`config.mk`:
```
export PLATFORM = sky130hd
export DESIGN_NAME = sbq_sequencer
export DESIGN_NICKNAME = d
export VERILOG_FILES = /design/src/rtl/sbq_pkg.sv /design/src/rtl/sbq_cmd_table.sv /design/src/rtl/sbq_ctrl.sv /design/src/rtl/sbq_status.sv /design/src/rtl/sbq_sequencer.sv
export SDC_FILE = /design/constraint.sdc
export NUM_CORES = 1
export LEC_CHECK = 0
export BUFFER_PORTS_ARGS = -buffer_cell sky130_fd_sc_hd__buf_2
export CAP_MARGIN = 10
export CELL_PAD_IN_SITES_DETAIL_PLACEMENT = 0
export CELL_PAD_IN_SITES_GLOBAL_PLACEMENT = 1
export CORE_MARGIN = 5
export CORE_UTILIZATION = 30
export DETAILED_ROUTE_END_ITERATION = 6
export GPL_TIMING_DRIVEN = 0
export HOLD_SLACK_MARGIN = 0.02
export PLACE_DENSITY_LB_ADDON = 0.08
export SLEW_MARGIN = 20
export SYNTH_ARGS = -nofsm -noshare
export SYNTH_HDL_FRONTEND = slang
export SYNTH_SLANG_ARGS = --single-unit
```
`constraint.sdc`:
```
create_clock -name clk -period 3.95 [get_ports clk]
set_input_delay 0.79 -clock clk [delete_from_list [all_inputs] [get_ports clk]]
set_output_delay 0.79 -clock clk [all_outputs]
set_load 0.02 [all_outputs]
```
`src/rtl/sbq_pkg.sv`:
```
package sbq_pkg;

    localparam int DATA_W = 8;
    localparam int DEV_W  = 3;

    typedef enum logic [1:0] {
        OP_SAMPLE  = 2'd0,
        OP_FLOW    = 2'd1,
        OP_PEER_RD = 2'd2,
        OP_PEER_WR = 2'd3
    } sbq_op_e;

    typedef struct packed {
        sbq_op_e            op;
        logic [DEV_W-1:0]   dev;
        logic [DATA_W-1:0]  arg;
    } sbq_cmd_t;

    localparam int CMD_W = $bits(sbq_cmd_t);

    typedef enum logic {
        PH_SEL    = 1'b0,
        PH_STROBE = 1'b1
    } sbq_phase_e;

    typedef struct packed {
        logic [DEV_W-1:0]  sel;
        logic              rd;
        logic              wr;
        logic [DATA_W-1:0] dout;
    } sbq_bus_t;

    // Opcodes whose strobe cycle reads the data lines
    function automatic logic op_reads(input sbq_op_e op);
        return (op == OP_SAMPLE) || (op == OP_PEER_RD);
    endfunction

endpackage

```
`src/rtl/sbq_cmd_table.sv`:
```
module sbq_cmd_table
    import sbq_pkg::*;
#(
    parameter int NUM_SLOTS = 12,
    parameter int AW        = $clog2(NUM_SLOTS + 1)
) (
    input  logic             clk,
    input  logic             rst,
    input  logic             busy,
    input  logic             ld_en,
    input  logic [AW-1:0]    ld_addr,
    input  logic [CMD_W-1:0] ld_data,
    input  logic [AW-1:0]    rd_slot,
    output sbq_cmd_t         cur_cmd,
    output logic [AW-1:0]    count,
    output logic             ld_err
);

    localparam logic [AW-1:0] CNT_ADDR = '1;
    localparam logic [AW-1:0] MAX_CNT  = AW'(NUM_SLOTS);

    logic [CMD_W-1:0] mem [NUM_SLOTS];
    logic [AW-1:0]    cnt_next;

    always_comb begin
        cnt_next = ld_data[AW-1:0];
        if (cnt_next == '0)
            cnt_next = AW'(1);
        else if (cnt_next > MAX_CNT)
            cnt_next = MAX_CNT;
    end

    always_ff @(posedge clk) begin
        if (rst) begin
            for (int i = 0; i < NUM_SLOTS; i++)
                mem[i] <= '0;
            count  <= AW'(1);
            ld_err <= 1'b0;
        end else if (ld_en) begin
            if (busy)
                ld_err <= 1'b1;
            else if (ld_addr < MAX_CNT)
                mem[ld_addr] <= ld_data;
            else if (ld_addr == CNT_ADDR)
                count <= cnt_next;
        end
    end

    always_comb begin
        if (rd_slot < MAX_CNT)
            cur_cmd = sbq_cmd_t'(mem[rd_slot]);
        else
            cur_cmd = '0;
    end

    AST_LOAD_BLOCKED: assert property (@(posedge clk) disable iff (rst)
        (busy && ld_en) |=> ld_err) else $error("load while busy not flagged");

    AST_ERR_STICKY: assert property (@(posedge clk) disable iff (rst)
        ld_err |=> ld_err) else $error("load error flag cleared");

    AST_COUNT_RANGE: assert property (@(posedge clk) disable iff (rst)
        (count != '0) && (count <= MAX_CNT)) else $error("count out of range");

endmodule

```
`src/rtl/sbq_ctrl.sv`:
```
module sbq_ctrl
    import sbq_pkg::*;
#(
    parameter int AW = 4
) (
    input  logic          clk,
    input  logic          rst,
    input  logic          run,
    input  logic [AW-1:0] count,
    output logic          busy,
    output logic [AW-1:0] slot,
    output sbq_phase_e    phase
);

    logic last_slot;
    assign last_slot = (slot == count - AW'(1));

    always_ff @(posedge clk) begin
        if (rst) begin
            busy  <= 1'b0;
            slot  <= '0;
            phase <= PH_SEL;
        end else if (!busy) begin
            if (run) begin
                busy  <= 1'b1;
                slot  <= '0;
                phase <= PH_SEL;
            end
        end else if (phase == PH_SEL) begin
            phase <= PH_STROBE;
        end else begin
            phase <= PH_SEL;
            if (!run) begin
                busy <= 1'b0;
                slot <= '0;
            end else if (last_slot) begin
                slot <= '0;
            end else begin
                slot <= slot + AW'(1);
            end
        end
    end

    AST_SLOT_IN_RANGE: assert property (@(posedge clk) disable iff (rst)
        busy |-> (slot < count)) else $error("slot beyond count");

    AST_WRAP_TO_ZERO: assert property (@(posedge clk) disable iff (rst)
        (busy && phase == PH_STROBE && run && last_slot) |=> (busy && slot == '0))
        else $error("no wrap to entry 0");

    AST_STOP_AT_END: assert property (@(posedge clk) disable iff (rst)
        (busy && phase == PH_STROBE && !run) |=> !busy) else $error("did not stop");

    AST_NO_ABORT: assert property (@(posedge clk) disable iff (rst)
        (busy && phase == PH_SEL) |=> (busy && phase == PH_STROBE && $stable(slot)))
        else $error("command aborted");

endmodule

```
`src/rtl/sbq_status.sv`:
```
module sbq_status
    import sbq_pkg::*;
#(
    parameter int NUM_STAT = 8,
    parameter int IDX_W    = $clog2(NUM_STAT)
) (
    input  logic                       clk,
    input  logic                       rst,
    input  logic                       cap_en,
    input  sbq_cmd_t                   cur_cmd,
    input  logic [DATA_W-1:0]          sb_din,
    output logic [DATA_W-1:0]          stat_pick,
    output logic [NUM_STAT*DATA_W-1:0] stat_flat,
    output logic [DATA_W-1:0]          peer_rd_data,
    output logic [DATA_W-1:0]          fc_msg
);

    logic [DATA_W-1:0] stat_q [NUM_STAT];
    logic [IDX_W-1:0]  idx;

    assign idx       = cur_cmd.arg[IDX_W-1:0];
    assign stat_pick = stat_q[idx];

    for (genvar g = 0; g < NUM_STAT; g++) begin : g_stat
        always_ff @(posedge clk) begin
            if (rst)
                stat_q[g] <= '0;
            else if (cap_en && cur_cmd.op == OP_SAMPLE && idx == IDX_W'(g))
                stat_q[g] <= sb_din;
        end
        assign stat_flat[g*DATA_W +: DATA_W] = stat_q[g];
    end

    always_ff @(posedge clk) begin
        if (rst) begin
            peer_rd_data <= '0;
            fc_msg       <= '0;
        end else if (cap_en) begin
            if (cur_cmd.op == OP_PEER_RD)
                peer_rd_data <= sb_din;
            if (cur_cmd.op == OP_FLOW)
                fc_msg <= cur_cmd.arg;
        end
    end

    AST_SAMPLE_STORED: assert property (@(posedge clk) disable iff (rst)
        (cap_en && cur_cmd.op == OP_SAMPLE) |=> (stat_flat[$past(idx)*DATA_W +: DATA_W] == $past(sb_din)))
        else $error("sampled status lost");

    AST_PEER_STORED: assert property (@(posedge clk) disable iff (rst)
        (cap_en && cur_cmd.op == OP_PEER_RD) |=> (peer_rd_data == $past(sb_din)))
        else $error("peer read byte lost");

endmodule

```
`src/rtl/sbq_sequencer.sv`:
```
module sbq_sequencer
    import sbq_pkg::*;
#(
    parameter int NUM_SLOTS = 12,
    parameter int NUM_STAT  = 8,
    parameter int AW        = $clog2(NUM_SLOTS + 1)
) (
    input  logic                       clk,
    input  logic                       rst,
    input  logic                       run,
    input  logic                       ld_en,
    input  logic [AW-1:0]              ld_addr,
    input  logic [CMD_W-1:0]           ld_data,
    input  logic [DATA_W-1:0]          sb_din,
    output logic [DATA_W-1:0]          sb_dout,
    output logic [DEV_W-1:0]           sb_sel,
    output logic                       sb_rd,
    output logic                       sb_wr,
    output logic                       busy,
    output logic                       ld_err,
    output logic [NUM_STAT*DATA_W-1:0] stat_flat,
    output logic [DATA_W-1:0]          peer_rd_data,
    output logic [DATA_W-1:0]          fc_msg
);

    sbq_cmd_t          cur_cmd;
    logic [AW-1:0]     count;
    logic [AW-1:0]     slot;
    sbq_phase_e        phase;
    logic [DATA_W-1:0] stat_pick;
    logic              strobe;
    sbq_bus_t          bus;

    assign strobe = busy && (phase == PH_STROBE);

    sbq_cmd_table #(.NUM_SLOTS(NUM_SLOTS), .AW(AW)) i_table (
        .clk     (clk),
        .rst     (rst),
        .busy    (busy),
        .ld_en   (ld_en),
        .ld_addr (ld_addr),
        .ld_data (ld_data),
        .rd_slot (slot),
        .cur_cmd (cur_cmd),
        .count   (count),
        .ld_err  (ld_err)
    );

    sbq_ctrl #(.AW(AW)) i_ctrl (
        .clk   (clk),
        .rst   (rst),
        .run   (run),
        .count (count),
        .busy  (busy),
        .slot  (slot),
        .phase (phase)
    );

    sbq_status #(.NUM_STAT(NUM_STAT)) i_status (
        .clk          (clk),
        .rst          (rst),
        .cap_en       (strobe),
        .cur_cmd      (cur_cmd),
        .sb_din       (sb_din),
        .stat_pick    (stat_pick),
        .stat_flat    (stat_flat),
        .peer_rd_data (peer_rd_data),
        .fc_msg       (fc_msg)
    );

    always_comb begin
        bus = '0;
        if (busy) begin
            bus.sel = cur_cmd.dev;
            unique case (cur_cmd.op)
                OP_SAMPLE:  bus.dout = '0;
                OP_FLOW:    bus.dout = cur_cmd.arg;
                OP_PEER_RD: bus.dout = cur_cmd.arg;
                OP_PEER_WR: bus.dout = stat_pick;
                default:    bus.dout = '0;
            endcase
            bus.rd = strobe && op_reads(cur_cmd.op);
            bus.wr = strobe && !op_reads(cur_cmd.op);
        end
    end

    assign sb_sel  = bus.sel;
    assign sb_rd   = bus.rd;
    assign sb_wr   = bus.wr;
    assign sb_dout = bus.dout;

    AST_STROBE_EXCL: assert property (@(posedge clk) disable iff (rst)
        $onehot0({sb_rd, sb_wr})) else $error("read and write strobes together");

    AST_WR_HELD: assert property (@(posedge clk) disable iff (rst)
        sb_wr |-> (!$past(sb_wr) && $stable(sb_dout) && $stable(sb_sel)))
        else $error("write payload not held two cycles");

    AST_RD_SECOND: assert property (@(posedge clk) disable iff (rst)
        sb_rd |-> (!$past(sb_rd) && $stable(sb_sel)))
        else $error("read strobe outside strobe cycle");

    AST_IDLE_AFTER_STOP: assert property (@(posedge clk) disable iff (rst)
        $fell(busy) |-> (!sb_rd && !sb_wr && sb_sel == '0))
        else $error("bus active after stop");

endmodule

```
# Word-level counts from Yosys, hierarchy flattened
# Memory sizes are Yosys's and may differ from the RTL's. A register that Yosys moved wholly into a read port is not among the register bits.
# Index checks and enable logic that the tools add are counted.
[op_classes]
addsub = 2
eq_ne = 13
bitwise_logic = 10
magnitude_cmp = 3
muxes = 60
reduce_logical = 25
[ops]
columns = ["op", "count"]
rows = [
  ["8-bit 2-to-1 mux", 8],
  ["4-bit 2-to-1 mux", 10],
  ["13-bit 2-to-1 mux", 3],
  ["1-bit 2-to-1 mux", 38],
  ["8-bit one-hot mux with 3 select lines", 1],
  ["13-bit OR reduction", 1],
  ["3-bit == test, second input constant", 4],
  ["1-bit logical AND", 12],
  ["4-bit < comparator, second input constant", 2],
  ["1-bit bitwise OR", 8],
  ["2-bit AND reduction", 4],
  ["3-bit by 2-bit == test with 1-bit output, second input constant", 2],
  ["4-bit by 1-bit adder with 4-bit output, second input constant", 1],
  ["2-bit == test, second input constant", 2],
  ["4-bit == test", 1],
  ["4-bit == test, second input constant", 1],
  ["4-bit > comparator, second input constant", 1],
  ["4-bit logical NOT", 1],
  ["4-bit AND reduction", 1],
  ["4-bit by 1-bit subtractor with 4-bit output, second input constant", 1],
  ["3-bit by 1-bit == test with 1-bit output, second input constant", 1],
  ["3-bit logical NOT", 1],
  ["2-bit by 1-bit == test with 1-bit output, second input constant", 1],
  ["2-bit logical NOT", 1],
  ["6 further kinds", 7],
]
[word_totals]
output_inout_bits = 95
ram_bits = 220
elab_cells = 122
mem_count = 2
regBits = 27
[memory_table]
columns = ["memory", "depth", "word_bits", "rd", "rd_clocked_by_memory_dff", "wr", "line", "text"]
rows = [
  ["i_table.mem", 12, 13, 1, 1, 12, "sbq_cmd_table.sv:22", "logic [CMD_W-1:0] mem [NUM_SLOTS];"],
  ["i_status.stat_q", 8, 8, 9, 0, 8, "sbq_status.sv:18", "logic [DATA_W-1:0] stat_q [NUM_STAT];"],
]

# Depth between registers and ports, before layout
[logic_depth]
word_depth = 9
mapped_depth = 16

# By module
# From an unflattened synthesis, not the netlist that was laid out.
[unflattened]
hier_cells = 932
hier_area_um2 = 11662.4
[modules_own_cells]
columns = ["module", "area_each_um2", "instances", "cells_per_inst", "seq_area_each_um2"]
rows = [
  ["sbq_cmd_table", 7319.5, 1, 561, 4784.6],
  ["sbq_status", 3688.5, 1, 293, 2242.2],
  ["sbq_ctrl", 374.1, 1, 44, 120.1],
  ["sbq_sequencer", 280.3, 1, 34, 0.0],
]

# Worst setup path after synthesis
# OpenSTA, ideal clock, no wires.
[synth_path]
path_type = "register to output"
start = "register with a tool-made name"
end = "output sb_dout[0]"
t_required_ps = 3160
setup_slack_ps = 66
arrival_ps = 3094
path_stages_with_launch = 12
cell_sequence = "dfxtp_1 > buf_6 > buf_6 > buf_6 > buf_4 > mux4_2 > mux2_2 > o211ai_1 > ha_1 > nor3b_1 > nand2_1 > o211ai_2"
[synth_lines]
columns = ["item", "line", "text"]
rows = [
  ["end, declared", "sbq_sequencer.sv:15", "output logic [DATA_W-1:0] sb_dout,"],
]

==> impl_metrics.yaml <==
placed_design:
  gp_congestion: 0.754
  port_buffers: 121
  dp_hpwl_mm: 29.5
outcome:
  failed_checks: "setup timing"
  outcome: "complete, but fails checks"
logic_synthesis:
  synth_area_leaders: "edfxtp_1 (60%), and2_1 (9.7%), mux4_2 (8.9%)"
  synthFlopType: "edfxtp_1"
  synth_edf_count: 272
  synth-compound-area-share_pct: 5.57
  synth_top_area_share_pct: 59.7
  yosys.area_share.simple_pct: 15.3
  synth_mux_area_share_pct: 11.1
  synth_fa_ha_area_share_pct: 0.640
  synth.most_common_cell: "edfxtp_1"
  synth_xor_area_share_pct: 0.384
  synthTopCellsByCount: "edfxtp_1 (272), and2_1 (213), mux4_2 (54)"
  synth.yosys.seq_area_share_pct: 64.2
  ys_ff_latch: 303
  syn_area_um2: 13700
  synth_top_family_by_area: "simple AND/OR/NAND/NOR gates"
  yosysTopAreaCell: "edfxtp_1"
  synth_area_per_cell_um2: 14.8
  synthCells: 927
  yosysUniqueCellTypes: 59
  async_flop_share_pct: 0
  yosysWarningCount: 0
sta:
  fmax_ghz: 0.224
  hold_viol_final: 0
  grt_setup_unrepaired: "true"
  finalCritPeriodShare_pct: 113
  fin_skew_ns: 0.0142
  setup_viol: 8
  tns_ns: -3.76
  hold_ws_ns: 0.460
  period_needed_ns: 4.47
  maxSlewHeadroom_pct: 35.7
  worst_pin_slew_ns: 0.964
  fin_ws_ns: -0.522
  slew_violations: 0
setup_path:
  setup.worst_path.end: "sb_dout[4]"
  end_kind: "primary output"
  path_cells: "buf_12, buf_12, buf_12, mux4_2, mux2_4, o211ai_1, buf_4, buf_6, inv_4, ha_4, nand3b_1, nor3_4, buf_12, o221a_4, o221ai_4, o211ai_2, buf_6"
  r2r-end: "i_status.stat_q[6][4]"
  crit_fanout: 8
  start_kind: "flop"
  slowest_delay_ns: 0.53
  crit_slowest_cell: "mux4_2"
  critPathKind: "flop to primary output"
  ff2ff_path_depth: 15
  timing.reg2reg.setup_slack_ns: 0.21
  cp.required_ns: 3.16
  worst_path_most_repeated_cell: "buf_12"
  crit_arrival_ns: 3.68
clocking:
  holdBufCountCts: 0
  clockRootBuffer: "clkbuf_16"
  cts_tree: "yes"
  clock_sinks: 303
  cts_buffers: 37
  htreeDepth: 2
  clock_path_buffers: 3
  insertion_delay_ns: 0.55
  clk_transition_reported_paths_ns: 0.06
worst_hold_path:
  holdCritPathClass: "flop to flop"
  whs_path_depth: 2
floorplan:
  die_h_um: 224
  core_um2: 45300
  die_x_um: 224
  num_rows: 78
  start_util_pct: 30.2
  die_area_um2: 50000
  pin_count: 124
global_route:
  grt_usage_pct: 17.2
  grt_overflow: 0
  grt_pass1_vias: 8781
  grt_max_degree: 14
  antenna_found_initial: 1
  grt_pass1_wl_mm: 62.3
drt:
  postRouteAntennaNets: 0
  drc_errors: 0
  wl_per_cell_um: 23.8
  vias: 8432
  drt_iter0_drc: 509
  avgViaCountPerCell: 4.68
  drt_first_pass_iters: 4
  wirelength_mm: 42.9
layout:
  areaGrowthSynthToFinish_pct: 25.3
  nFillCells: 4431
  nets: 1210
  drive_above_1_share_pct: 29.3
power_and_ir_drop:
  power_density_nw_per_um2: 427
  p_leak_nw: 6.37
  vdd_ir_drop_max_mv: 0.279
flow_run:
  maxCapViolCount: 0
[cell type report]
cell class                 count  area [um^2]  share of cell area, %
sequential                   303         8790                   51.3
multi-input combinational    598         5000                   29.1
buffer                        64          377                   2.20
timing repair buffer         159         1070                   6.24
tap                          600          751                   4.38
clock buffer                  45          998                   5.82
clock inverter                19          118                  0.686
inverter                      11         43.8                  0.255
antenna                        1         2.50                 0.0146
[power breakdown]
part	switching (mW)	internal [mW]
Combinational	0.297	0.141
Clock	1.35	1.86
Sequential	0.0515	3.63
[cell usage in the layout (no fill, tap or decap), drive strengths merged, types with 3 or more instances in the layout]
master,n
o221ai,8
conb,52
o22ai,3
dfxtp,31
mux2,5
a211oi,3
o21ai,22
clkinv,16
nand2b,6
clkbuf,90
nor4,4
xnor2,6
inv,12
o22a,8
and2,213
nor2,53
mux2i,22
nor3,16
a21oi,13
edfxtp,272
buf,178
o221a,8
and3,5
nor3b,5
ha,7
o211ai,18
nand2,36
or2,6
a22oi,4
mux4,54
nand4,3
nand3,5
[cell families after synthesis]
logic type / count (synthesis)
adder cells (fa/ha/maj): 7
flip-flops: 303
multiplexers: 81
buffers and inverters: 77
AND/OR/NAND/NOR: 360
XOR/XNOR: 6
other: 1
AO/OA/AOI/OAI: 92
[how the worst min path moves through the flow]
stage / startpoint / endpoint / slack, ns
floorplan: i_table.count[1] / i_table.count[1] / 0.46
global placement: i_status.fc_msg[5] / i_status.fc_msg[5] / 0.44
CTS: i_status.fc_msg[5] / i_status.fc_msg[5] / 0.46
global route: ld_data[4] / i_table.mem[12][4] / 0.49
finish: i_status.fc_msg[5] / i_status.fc_msg[5] / 0.46
detailed placement: i_status.fc_msg[5] / i_status.fc_msg[5] / 0.45
[worst max-delay path: cells and delay by family (launching register included)]
family	cells	cell delay, ns
AOI/OAI and AO/OA	4	0.54
DFF	1	0.39
adders and majority gates	1	0.15
and+or+nand+nor	2	0.22
buffers and inverters	8	1.00
muxes	2	0.80
[repair_timing]
item / 4_1_cts / 5_1_grt
buffers inserted: 20 / 11
setup endpoints to repair: 141 / 33
resized for setup: 64 / 18
gates cloned: 1 / 0
pin swaps: 15 / 10
[sequential cells by signal (all words and copies together) (netlist names), named ones only]
signal                 count
i_table.count              4
i_ctrl.busy                1
i_ctrl.slot                4
i_ctrl.phase               1
i_table.ld_err             1
i_status.fc_msg            8
i_table.mem              208
i_status.peer_rd_data      8
i_status.stat_q           64
[per-stage QoR]
step                      setup slack [ns]  std cells  util [%]  area (um^2)  total power, mW
after global placement               -1.37       1699      33.6        15200             4.15
after detailed placement             -1.39       1706      34.0        15400             4.17
after global routing                -0.641       1799      37.9        17100             7.59
final                               -0.522       1800      37.9        17100             7.33
after CTS                           -0.640       1791      37.6        17000             7.43
after floorplan                     0.0655        978         -        13900             3.95
[metal layers]
layer | vias up | wire (um) | GRT usage, %
met2 | 172 | 20400 | 28.1
met3 | 60 | 1730 | 2.95
li1 | 3909 | - | -
met4 | 0 | 1000 | 4.60
met1 | 4291 | 19700 | 23.7
met5 | - | 0 | 0
No activity file was read; power rests on OpenSTA's default activity.
